`config.mk`:
```
export PLATFORM = sky130hd
export DESIGN_NAME = tri_status_lamp
export DESIGN_NICKNAME = d
export VERILOG_FILES = /design/src/rtl/tsl_pkg.sv /design/src/rtl/tsl_classify.sv /design/src/rtl/tsl_run_timer.sv /design/src/rtl/tsl_alarm_flash.sv /design/src/rtl/tsl_lamp_drive.sv /design/src/rtl/tri_status_lamp.sv
export SDC_FILE = /design/constraint.sdc
export NUM_CORES = 1
export LEC_CHECK = 0
export ABC_AREA = 1
export BUFFER_PORTS_ARGS = -buffer_cell sky130_fd_sc_hd__clkbuf_2
export CAP_MARGIN = 30
export CORE_MARGIN = 4
export CORE_UTILIZATION = 30
export CTS_BUF_LIST = sky130_fd_sc_hd__clkbuf_8 sky130_fd_sc_hd__clkbuf_16
export CTS_CLUSTER_DIAMETER = 120
export DETAILED_ROUTE_END_ITERATION = 6
export PLACE_DENSITY = 0.45
export SYNTH_ARGS = -nofsm -noshare
export SYNTH_HDL_FRONTEND = slang
export SYNTH_HIERARCHICAL = 1
export SYNTH_SLANG_ARGS = --single-unit
```
`constraint.sdc`:
```
create_clock -name clk_i -period 2.3 [get_ports clk_i]
set_input_delay 0.345 -clock clk_i [delete_from_list [all_inputs] [get_ports clk_i]]
set_output_delay 0.345 -clock clk_i [all_outputs]
set_load 0.1 [all_outputs]
```
`src/rtl/tsl_pkg.sv`:
```
package tsl_pkg;
  typedef enum logic [1:0] {
    CLS_NONE = 2'd0,
    CLS_ONE  = 2'd1,
    CLS_TWO  = 2'd2,
    CLS_ALL  = 2'd3
  } cls_e;
endpackage

```
`src/rtl/tsl_classify.sv`:
```
module tsl_classify
  import tsl_pkg::*;
#(
  parameter int N_COND = 3
) (
  input  logic [N_COND-1:0] cond_i,
  output cls_e              cls_o
);
  localparam int SUM_W = $clog2(N_COND + 1);

  logic [SUM_W-1:0] part [N_COND+1];

  assign part[0] = '0;
  for (genvar g = 0; g < N_COND; g++) begin : g_sum
    assign part[g+1] = part[g] + SUM_W'(cond_i[g]);
  end

  assign cls_o = cls_e'(part[N_COND][1:0]);
endmodule

```
`src/rtl/tsl_run_timer.sv`:
```
module tsl_run_timer
  import tsl_pkg::*;
#(
  parameter int DELAY_CYCLES = 10
) (
  input  logic clk_i,
  input  logic rst_ni,
  input  cls_e cls_i,
  output cls_e cls_q_o,
  output logic hit_o
);
  localparam int CNT_W = $clog2(DELAY_CYCLES + 1);
  localparam logic [CNT_W-1:0] DLY = CNT_W'(DELAY_CYCLES);

  cls_e             cls_q;
  logic [CNT_W-1:0] cnt_q, cnt_d;
  logic             timed;

  assign timed = (cls_i == CLS_ONE) || (cls_i == CLS_TWO);

  always_comb begin
    if (!timed)               cnt_d = '0;
    else if (cls_i != cls_q)  cnt_d = CNT_W'(1);
    else if (cnt_q == DLY)    cnt_d = DLY;
    else                      cnt_d = cnt_q + CNT_W'(1);
  end

  assign hit_o   = timed && (cnt_d == DLY);
  assign cls_q_o = cls_q;

  always_ff @(posedge clk_i or negedge rst_ni) begin
    if (!rst_ni) begin
      cls_q <= CLS_NONE;
      cnt_q <= '0;
    end else begin
      cls_q <= cls_i;
      cnt_q <= cnt_d;
    end
  end

  p_cnt_bound_r3: assert property (@(posedge clk_i) disable iff (!rst_ni)
    cnt_q <= DLY);
  p_restart_r8: assert property (@(posedge clk_i) disable iff (!rst_ni)
    (timed && cls_i != cls_q) |=> (cnt_q == CNT_W'(1)));
endmodule

```
`src/rtl/tsl_alarm_flash.sv`:
```
module tsl_alarm_flash
  import tsl_pkg::*;
(
  input  logic clk_i,
  input  logic rst_ni,
  input  cls_e cls_i,
  input  logic hit_i,
  output logic alarm_o,
  output logic flash_o,
  output logic blink_o
);
  logic alarm_q, flash_q, blink_q;
  logic alarm_d, flash_d;

  assign alarm_d = alarm_q || (cls_i == CLS_ALL) || ((cls_i == CLS_TWO) && hit_i);
  assign flash_d = alarm_d || ((cls_i == CLS_ONE) && hit_i);

  always_ff @(posedge clk_i or negedge rst_ni) begin
    if (!rst_ni) begin
      alarm_q <= 1'b0;
      flash_q <= 1'b0;
      blink_q <= 1'b1;
    end else begin
      alarm_q <= alarm_d;
      flash_q <= flash_d;
      // a fresh flash begins dark; a running one keeps inverting
      blink_q <= flash_d ? (flash_q ? ~blink_q : 1'b0) : 1'b1;
    end
  end

  assign alarm_o = alarm_q;
  assign flash_o = flash_q;
  assign blink_o = blink_q;

  p_alarm_sticky_r10: assert property (@(posedge clk_i) disable iff (!rst_ni)
    alarm_q |=> alarm_q);
  p_all_sets_alarm_r6: assert property (@(posedge clk_i) disable iff (!rst_ni)
    (cls_i == CLS_ALL) |=> alarm_q);
endmodule

```
`src/rtl/tsl_lamp_drive.sv`:
```
module tsl_lamp_drive
  import tsl_pkg::*;
(
  input  cls_e cls_i,
  input  logic alarm_i,
  input  logic flash_i,
  input  logic blink_i,
  output logic green_o,
  output logic yellow_o,
  output logic red_o
);
  always_comb begin
    green_o  = 1'b0;
    yellow_o = 1'b0;
    red_o    = 1'b0;
    if (alarm_i) begin
      red_o = blink_i;
    end else begin
      unique case (cls_i)
        CLS_NONE: green_o  = 1'b1;
        CLS_ONE:  yellow_o = flash_i ? blink_i : 1'b1;
        CLS_TWO:  red_o    = 1'b1;
        default:  red_o    = blink_i;
      endcase
    end
  end

  always_comb begin
    a_one_lamp_r9: assert ($countones({green_o, yellow_o, red_o}) <= 1);
  end
endmodule

```
`src/rtl/tri_status_lamp.sv`:
```
module tri_status_lamp
  import tsl_pkg::*;
#(
  parameter int DELAY_CYCLES = 10
) (
  input  logic       clk_i,
  input  logic       rst_ni,
  input  logic [2:0] cond_i,
  output logic       green_o,
  output logic       yellow_o,
  output logic       red_o
);
  cls_e cls_now, cls_q;
  logic hit, alarm, flash, blink;

  tsl_classify #(.N_COND(3)) u_classify (
    .cond_i (cond_i),
    .cls_o  (cls_now)
  );

  tsl_run_timer #(.DELAY_CYCLES(DELAY_CYCLES)) u_timer (
    .clk_i   (clk_i),
    .rst_ni  (rst_ni),
    .cls_i   (cls_now),
    .cls_q_o (cls_q),
    .hit_o   (hit)
  );

  tsl_alarm_flash u_alarm (
    .clk_i   (clk_i),
    .rst_ni  (rst_ni),
    .cls_i   (cls_now),
    .hit_i   (hit),
    .alarm_o (alarm),
    .flash_o (flash),
    .blink_o (blink)
  );

  tsl_lamp_drive u_lamps (
    .cls_i    (cls_q),
    .alarm_i  (alarm),
    .flash_i  (flash),
    .blink_i  (blink),
    .green_o  (green_o),
    .yellow_o (yellow_o),
    .red_o    (red_o)
  );

  p_red_toggle_r7: assert property (@(posedge clk_i) disable iff (!rst_ni)
    alarm |=> (red_o != $past(red_o)));
  p_alarm_dark_r7: assert property (@(posedge clk_i) disable iff (!rst_ni)
    alarm |-> (!green_o && !yellow_o));
  p_green_r2: assert property (@(posedge clk_i) disable iff (!rst_ni)
    (cond_i == 3'b000 && !alarm) |=> green_o);
endmodule

```
==> results of run 1 <==
-- cell type report --
type / instances / area [sq um] / share of cell area, %
clock buffers: 3 / 41.3 / 5.88
clock inverters: 1 / 3.75 / 0.535
inverters: 13 / 48.8 / 6.95
multi-input cells: 50 / 290 / 41.4
flip-flops and latches: 9 / 226 / 32.3
well taps: 25 / 31.3 / 4.46
repair buffers: 10 / 60.1 / 8.56
-- per-stage QoR --
step | cells | hold slack (ps) | area (sq um)
after detailed placement | 106 | 215 | 647
after CTS | 111 | 496 | 702
final | 111 | 490 | 702
after global placement | 106 | 214 | 647
after floorplan | 72 | 49.4 | 566
after global routing | 111 | 526 | 702
-- synthesized netlist by cell type, drive strengths merged --
master,number,area share (%)
dfrtp,8,36
xnor2,1,1.6
nand4,2,2.2
nor2,10,7.6
fa,1,3.6
xor2,2,3.1
ha,2,4.5
nor3,2,1.8
dfstp,1,4.7
nand2,21,15
a21oi,3,4.0
nand3,6,8.0
inv,13,8.7
-- power by group through the flow --
stage / Clock, W / Sequential (W) / Combinational [W]
after floorplan: 0 / 0.000204 / 0.000160
after global placement: 0 / 0.000209 / 0.000197
after detailed placement: 0 / 0.000209 / 0.000197
after CTS: 0.000186 / 0.000207 / 0.000199
after global routing: 0.000190 / 0.000209 / 0.000218
final: 0.000178 / 0.000206 / 0.000195
-- worst paths after layout --
check                                    to  slack, ps  cells past startpoint             start
min                         u_alarm/blink_o        490                      2   u_alarm/flash_o
max in group asynchronous   u_alarm/blink_o       1540                      2            rst_ni
max                         u_alarm/blink_o        460                     11         cond_i[0]
min reg2reg                 u_alarm/blink_o        490                      2   u_alarm/flash_o
min in group asynchronous  u_timer/cnt_q[0]        500                      2            rst_ni
max reg2reg                 u_alarm/blink_o        880                      9  u_timer/cnt_q[0]
-- critical path: stages --
cell	delay, ps
clkbuf_2	90
fa_1	590
buf_4	200
nand2_1	60
nand2_1	40
nor2_1	120
nand4_1	100
nor2_1	210
nand3_2	110
nand3_2	90
nand2_2	40
-- sequential cells by signal (all words and copies together) (netlist names) --
name and cells:
u_timer/cnt_q 4, u_alarm/alarm_o 1, u_timer/cls_q_o 2, u_alarm/blink_o 1, u_alarm/flash_o 1
-- layer usage --
layer / wire (microns) / vias up
li1: - / 250
met1: 503 / 206
met2: 428 / 5
met3: 47 / 0
met4: 0 / 0
met5: 0 / -
-- cell families (layout without fill, tap and decap cells) --
group	count (synthesis)	count (layout)
buffers and inverters	13	27
AOI/OAI and AO/OA	3	3
DFF	9	9
and+or+nand+nor	41	41
adders and majority gates	3	3
xor gates and xnor gates	3	3
==> flow_summary.json, run 1 <==
{
  "status": "completed",
  "grt_max_degree": 10,
  "finClkSkew_ps": 4.56,
  "grt_pass1_vias": 407,
  "setup_violations": 0,
  "p_leak_nw": 0.361,
  "die_area_sq_um": 2620,
  "fin_util_pct": 40.2,
  "num_vias": 461,
  "syn-num-nets": 80,
  "synthMuxAreaShare_pct": 0,
  "clkPwrFrac_pct": 30.7,
  "ys_ff_latch": 9,
  "synth_top_family_by_area": "simple AND/OR/NAND/NOR gates",
  "max_freq_mhz": 543,
  "grt_pass1_wl_microns": 1680,
  "avgRoutedWirePerCell_microns": 8.82,
  "cts_tree": "yes",
  "avgSynthCellArea_sq_um": 7.79,
  "overflow": 0,
  "synthCells": 72,
  "core-area_sq_um": 1750,
  "yosys.area_share.simple_pct": 34.2,
  "use_met2_pct": 12.4,
  "use_met1_pct": 11.4,
  "rsz0062_at_grt": "false",
  "antenna_found_initial": 0,
  "vias_per_cell": 4.15,
  "finalHoldViolations": 0,
  "cts_hold_buf": 1,
  "htreeDepth": 1,
  "worst_slack_ps": 458,
  "end_kind": "register",
  "place.detailed.hpwl_microns": 805,
  "irDropWorstVdd_mv": 0.299,
  "final_cell_mix": "nand2_1, inv_1, dfrtp_1, nor2_1, clkbuf_2",
  "post_cts_buffers": 0,
  "synthDistinctLibCells": 17,
  "synth_compound_area_share_pct": 4.02,
  "pin_count": 8,
  "synth_area_sq_um": 561,
  "insertion_delay_ps": 230,
  "final_common_cell": "nand2_1",
  "pwr-share-seq_pct": 35.6,
  "cts.sink_count": 9,
  "routed_wl_microns": 979,
  "drive_above_1_share_pct": 25.6,
  "hp-class": "reg2reg",
  "finalSetupTns_ps": 0,
  "die_y_microns": 51.2,
  "io_buffers": 7,
  "die_x_microns": 51.2,
  "busiest_layer": "met2",
  "switching_share_pct": 38.7,
  "path_max_fanout": 6,
  "p_total_w": 0.000580,
  "min_period_ps": 1840,
  "p_sw_w": 0.000224,
  "required_ps": 2460,
  "p_int_w": 0.000355,
  "area_growth_syn_to_layout_pct": 25.2,
  "synthAdderAreaFrac_pct": 8.04,
  "slew_violations": 0,
  "clockRootBuffer": "clkbuf_8",
  "fill_cells": 199,
  "nets": 95,
  "max_cap_violations": 0,
  "slew_headroom_pct": 64.2,
  "path_clk_slew_ps": 40,
  "drt-pass1-iter-count": 4,
  "cts-resized-gates": 0,
  "use_met3_pct": 4.37,
  "ant_nets": 0,
  "place_ws_ps": 195,
  "seq_area_frac_synth_pct": 40.4,
  "ys_warn_count": 6,
  "cts_buffer_depth": 2,
  "critical_path_class": "in2reg",
  "cp-start-kind": "input pin",
  "post-route-period-util_pct": 80.1,
  "cp_data_arrival_time_ps": 2000,
  "combPwrFrac_pct": 33.7,
  "grt.total_usage_pct": 8.72,
  "synth-xor-area-share_pct": 4.69,
  "rows": 15,
  "gp_congestion": 0.766,
  "worstMarginPinSlew_ps": 539,
  "drtIter0Drc": 6,
  "drc": 0,
  "diodes": 0,
  "initial_utilization_pct": 32.1,
  "powerDensity_nw_per_um2": 826,
  "numCtsBuffers": 3
}
(Power assumes the default switching activity.)
==> inputs of run 2 (changes only) <==
--- a/config.mk
+++ b/config.mk
@@ -5,7 +5,7 @@
 export SDC_FILE = /design/constraint.sdc
 export NUM_CORES = 1
 export LEC_CHECK = 0
-export ABC_AREA = 1
+export ABC_AREA = 0
 export BUFFER_PORTS_ARGS = -buffer_cell sky130_fd_sc_hd__clkbuf_2
 export CAP_MARGIN = 30
 export CORE_MARGIN = 4
==> constraint.sdc (replaced) <==
create_clock -name clk_i -period 1.9 [get_ports clk_i]
set_input_delay 0.285 -clock clk_i [delete_from_list [all_inputs] [get_ports clk_i]]
set_output_delay 0.285 -clock clk_i [all_outputs]
set_load 0.1 [all_outputs]
==> run 2 against run 1 <==
The flow now finishes with violations (negative setup slack). Sequential share of layout area is 3.5 points lower. Design area increased by 12%. Cell count shrank 18%. Count of clock-buffer cells in the layout is the same. Flip-flop and latch count did not move. Area after synthesis fell by 3.3%. Total power is 27% higher. Synthesized cell count decreased by 31%. Non-clock buffer count rose by 2. Largest cell class unchanged. Register-to-register slack lost 820 ps. Utilization is 5.4 points higher. First-iteration DRC count decreased by 67%.
==> flow_summary.json, run 2 <==
{
  "status": "finished, violations left",
  "violations": "negative setup slack",
  "irDropWorstVdd_mv": 0.576,
  "cp_cell_sequence": "buf_6 -> fa_2 -> nand2b_4 -> a221oi_4 -> a2111oi_4 -> maj3_2 -> or2_1",
  "grt_pass1_wl_microns": 1750,
  "synth_top_area_share_pct": 37.0,
  "p_int_w": 0.000468,
  "critical_path_class": "in2reg",
  "synth-main-ff-cell": "dfrtp_1",
  "ant_nets": 0,
  "min_period_ps": 1920,
  "r2r_start": "u_timer/cnt_q[1]",
  "multi_input_area_sq_um": 383,
  "cp-start-kind": "input pin",
  "crit_family": "adder cells",
  "antenna_found_initial": 0,
  "routed_wl_microns": 1030,
  "cts_buffer_depth": 2,
  "cts_tree": "yes",
  "drive_above_1_share_pct": 42.4,
  "end_kind": "register",
  "die_x_microns": 50.5,
  "worst_slack_ps": -22.2,
  "drc": 0,
  "setup_violations": 1,
  "cts.sink_count": 9,
  "synthDistinctLibCells": 27,
  "grt.total_usage_pct": 9.30,
  "max_freq_mhz": 520,
  "num_vias": 414,
  "post-route-period-util_pct": 101,
  "synthCells": 50,
  "startpoint": "cond_i[2]",
  "hp-class": "in2async",
  "grt_pass1_vias": 418,
  "die_area_sq_um": 2550,
  "largest_register": "u_timer/cnt_q",
  "diodes": 0,
  "htreeDepth": 1,
  "required_ps": 2010,
  "fill_cells": 190,
  "path_max_fanout": 5,
  "slowest_delay_ps": 520,
  "io_buffers": 7,
  "final_cell_mix": "dfrtp_1, inv_1, clkbuf_2, buf_4, nor2_1",
  "reg2regPathDepth": 6,
  "grt_max_degree": 10,
  "overflow": 0,
  "drtIter0Drc": 2,
  "slew_violations": 0,
  "path_clk_slew_ps": 40,
  "ys_ff_latch": 9,
  "p_sw_w": 0.000266,
  "numCtsBuffers": 3,
  "gp_congestion": 0.669,
  "reg2reg_to": "u_alarm/flash_o",
  "die_y_microns": 50.5,
  "nets": 75,
  "synth_common_cells": "dfrtp_1, inv_1, nor2_1",
  "avgSynthCellArea_sq_um": 10.8,
  "insertion_delay_ps": 230,
  "avgRoutedWirePerCell_microns": 11.3,
  "timing.reg2reg.setup_slack_ps": 60,
  "seq_area_frac_synth_pct": 41.8,
  "pwr-share-seq_pct": 34.0,
  "place.detailed.hpwl_microns": 808,
  "rsz0062_at_grt": "true",
  "slew_headroom_pct": 64.2,
  "drt-pass1-iter-count": 2,
  "layout.area.seq_sq_um": 226,
  "initial_utilization_pct": 31.4,
  "async_flop_share_pct": 100,
  "synth_area_leader_cell": "dfrtp_1",
  "cp.depth": 7,
  "post-synth-top-count-cell": "dfrtp_1",
  "cp_num_buf_inv": 1,
  "p_total_w": 0.000734,
  "final_common_cell": "dfrtp_1",
  "clockRootBuffer": "clkbuf_8",
  "powerDensity_nw_per_um2": 931,
  "p_leak_nw": 0.336,
  "finClkSkew_ps": 3.98,
  "rows": 15,
  "syn-num-nets": 58,
  "vias_per_cell": 4.55,
  "worstMarginPinSlew_ps": 539,
  "finalHoldViolations": 0,
  "combPwrFrac_pct": 37.6,
  "synth_edf_count": 0,
  "switching_share_pct": 36.2,
  "area_growth_syn_to_layout_pct": 45.5,
  "pin_count": 8,
  "netlist_top_cells_area": "dfrtp_1, dfstp_2, and4bb_2, ha_1, fa_1",
  "largest_register_ffs": 4,
  "cp-endpoint": "u_alarm/flash_o",
  "max_cap_violations": 0,
  "clkPwrFrac_pct": 28.3,
  "cp_data_arrival_time_ps": 2040,
  "core-area_sq_um": 1730,
  "synth_area_sq_um": 542,
  "ys_warn_count": 6,
  "crit_slowest_cell": "fa_2",
  "finalSetupTns_ps": -22.2
}
## run 2: cell types whose count changed after synthesis, sizes merged, moves of 5 or more
cell   previous run  this run
inv              13         5
nor2             10         4
nand3             6         1
nand2            21         0
## run 2: how the worst min path moves through the flow
stage            from              end  depth (start not counted)
2_1_floorplan  rst_ni  u_alarm/alarm_o                          0
3_3_place_gp   rst_ni  u_alarm/alarm_o                          1
3_5_place_dp   rst_ni  u_alarm/alarm_o                          1
4_1_cts        rst_ni  u_alarm/alarm_o                          2
5_1_grt        rst_ni  u_alarm/alarm_o                          2
6_report       rst_ni  u_alarm/alarm_o                          2
## run 2: power groups by stage
stage	clock network, W	logic (W)	registers (W)
2_1_floorplan	0	0.000171	0.000252
3_3_place_gp	0	0.000239	0.000254
3_5_place_dp	0	0.000235	0.000253
4_1_cts	0.000219	0.000240	0.000250
5_1_grt	0.000224	0.000298	0.000255
6_report	0.000208	0.000276	0.000250
## run 2: cells by family (layout without fill, tap and decap cells)
group / Yosys count / after routing / share of synthesized area [%]
XOR/XNOR: 1 / 1 / 1.62
buffers and inverters: 5 / 21 / 3.46
adder cells (fa/ha/maj): 4 / 4 / 10.4
flip-flops: 9 / 9 / 41.8
multiplexers: 1 / 1 / 1.85
AND/OR/NAND/NOR: 19 / 19 / 24.0
AO/OA/AOI/OAI: 11 / 11 / 16.9
## run 2: per-layer routing
layer	vias up	global-route usage [%]	part of all wire [%]	wire length [microns]
met3	0	4.45	4.1	42
li1	211	-	-	-
met5	-	0	0	0
met1	196	10.9	46	471
met4	0	2.69	0	0
met2	7	15.0	50	511
## run 2: area by class of cell
| type | instances | share of cell area (%) |
|---|---|---|
| clock buffers | 3 | 5.24 |
| clock inverters | 1 | 0.476 |
| multi-input cells | 36 | 48.6 |
| well taps | 25 | 3.97 |
| inverters | 5 | 2.38 |
| repair buffers | 12 | 10.6 |
| flip-flops and latches | 9 | 28.7 |
## run 2: timing repair
| action | CTS | global route |
|---|---|---|
| setup endpoints to repair | 1 | 2 |
| buffers inserted | 0 | 0 |
| hold endpoints to repair | 8 | 0 |
| hold buffers | 1 | 0 |
| gates resized for setup | 1 | 8 |
| pin swaps | 1 | 0 |
## run 2: stage by stage
stage	instances	area (sq um)	setup slack, ps	utilization [%]	hold WS, ps
5_1_grt	91	788	-94.3	45.7	461
3_5_place_dp	86	663	-264	38.4	151
6_report	91	788	-22.2	45.7	439
2_1_floorplan	50	564	-72.3	-	-10.6
3_3_place_gp	86	663	-271	38.4	151
4_1_cts	91	722	3.52	41.8	440
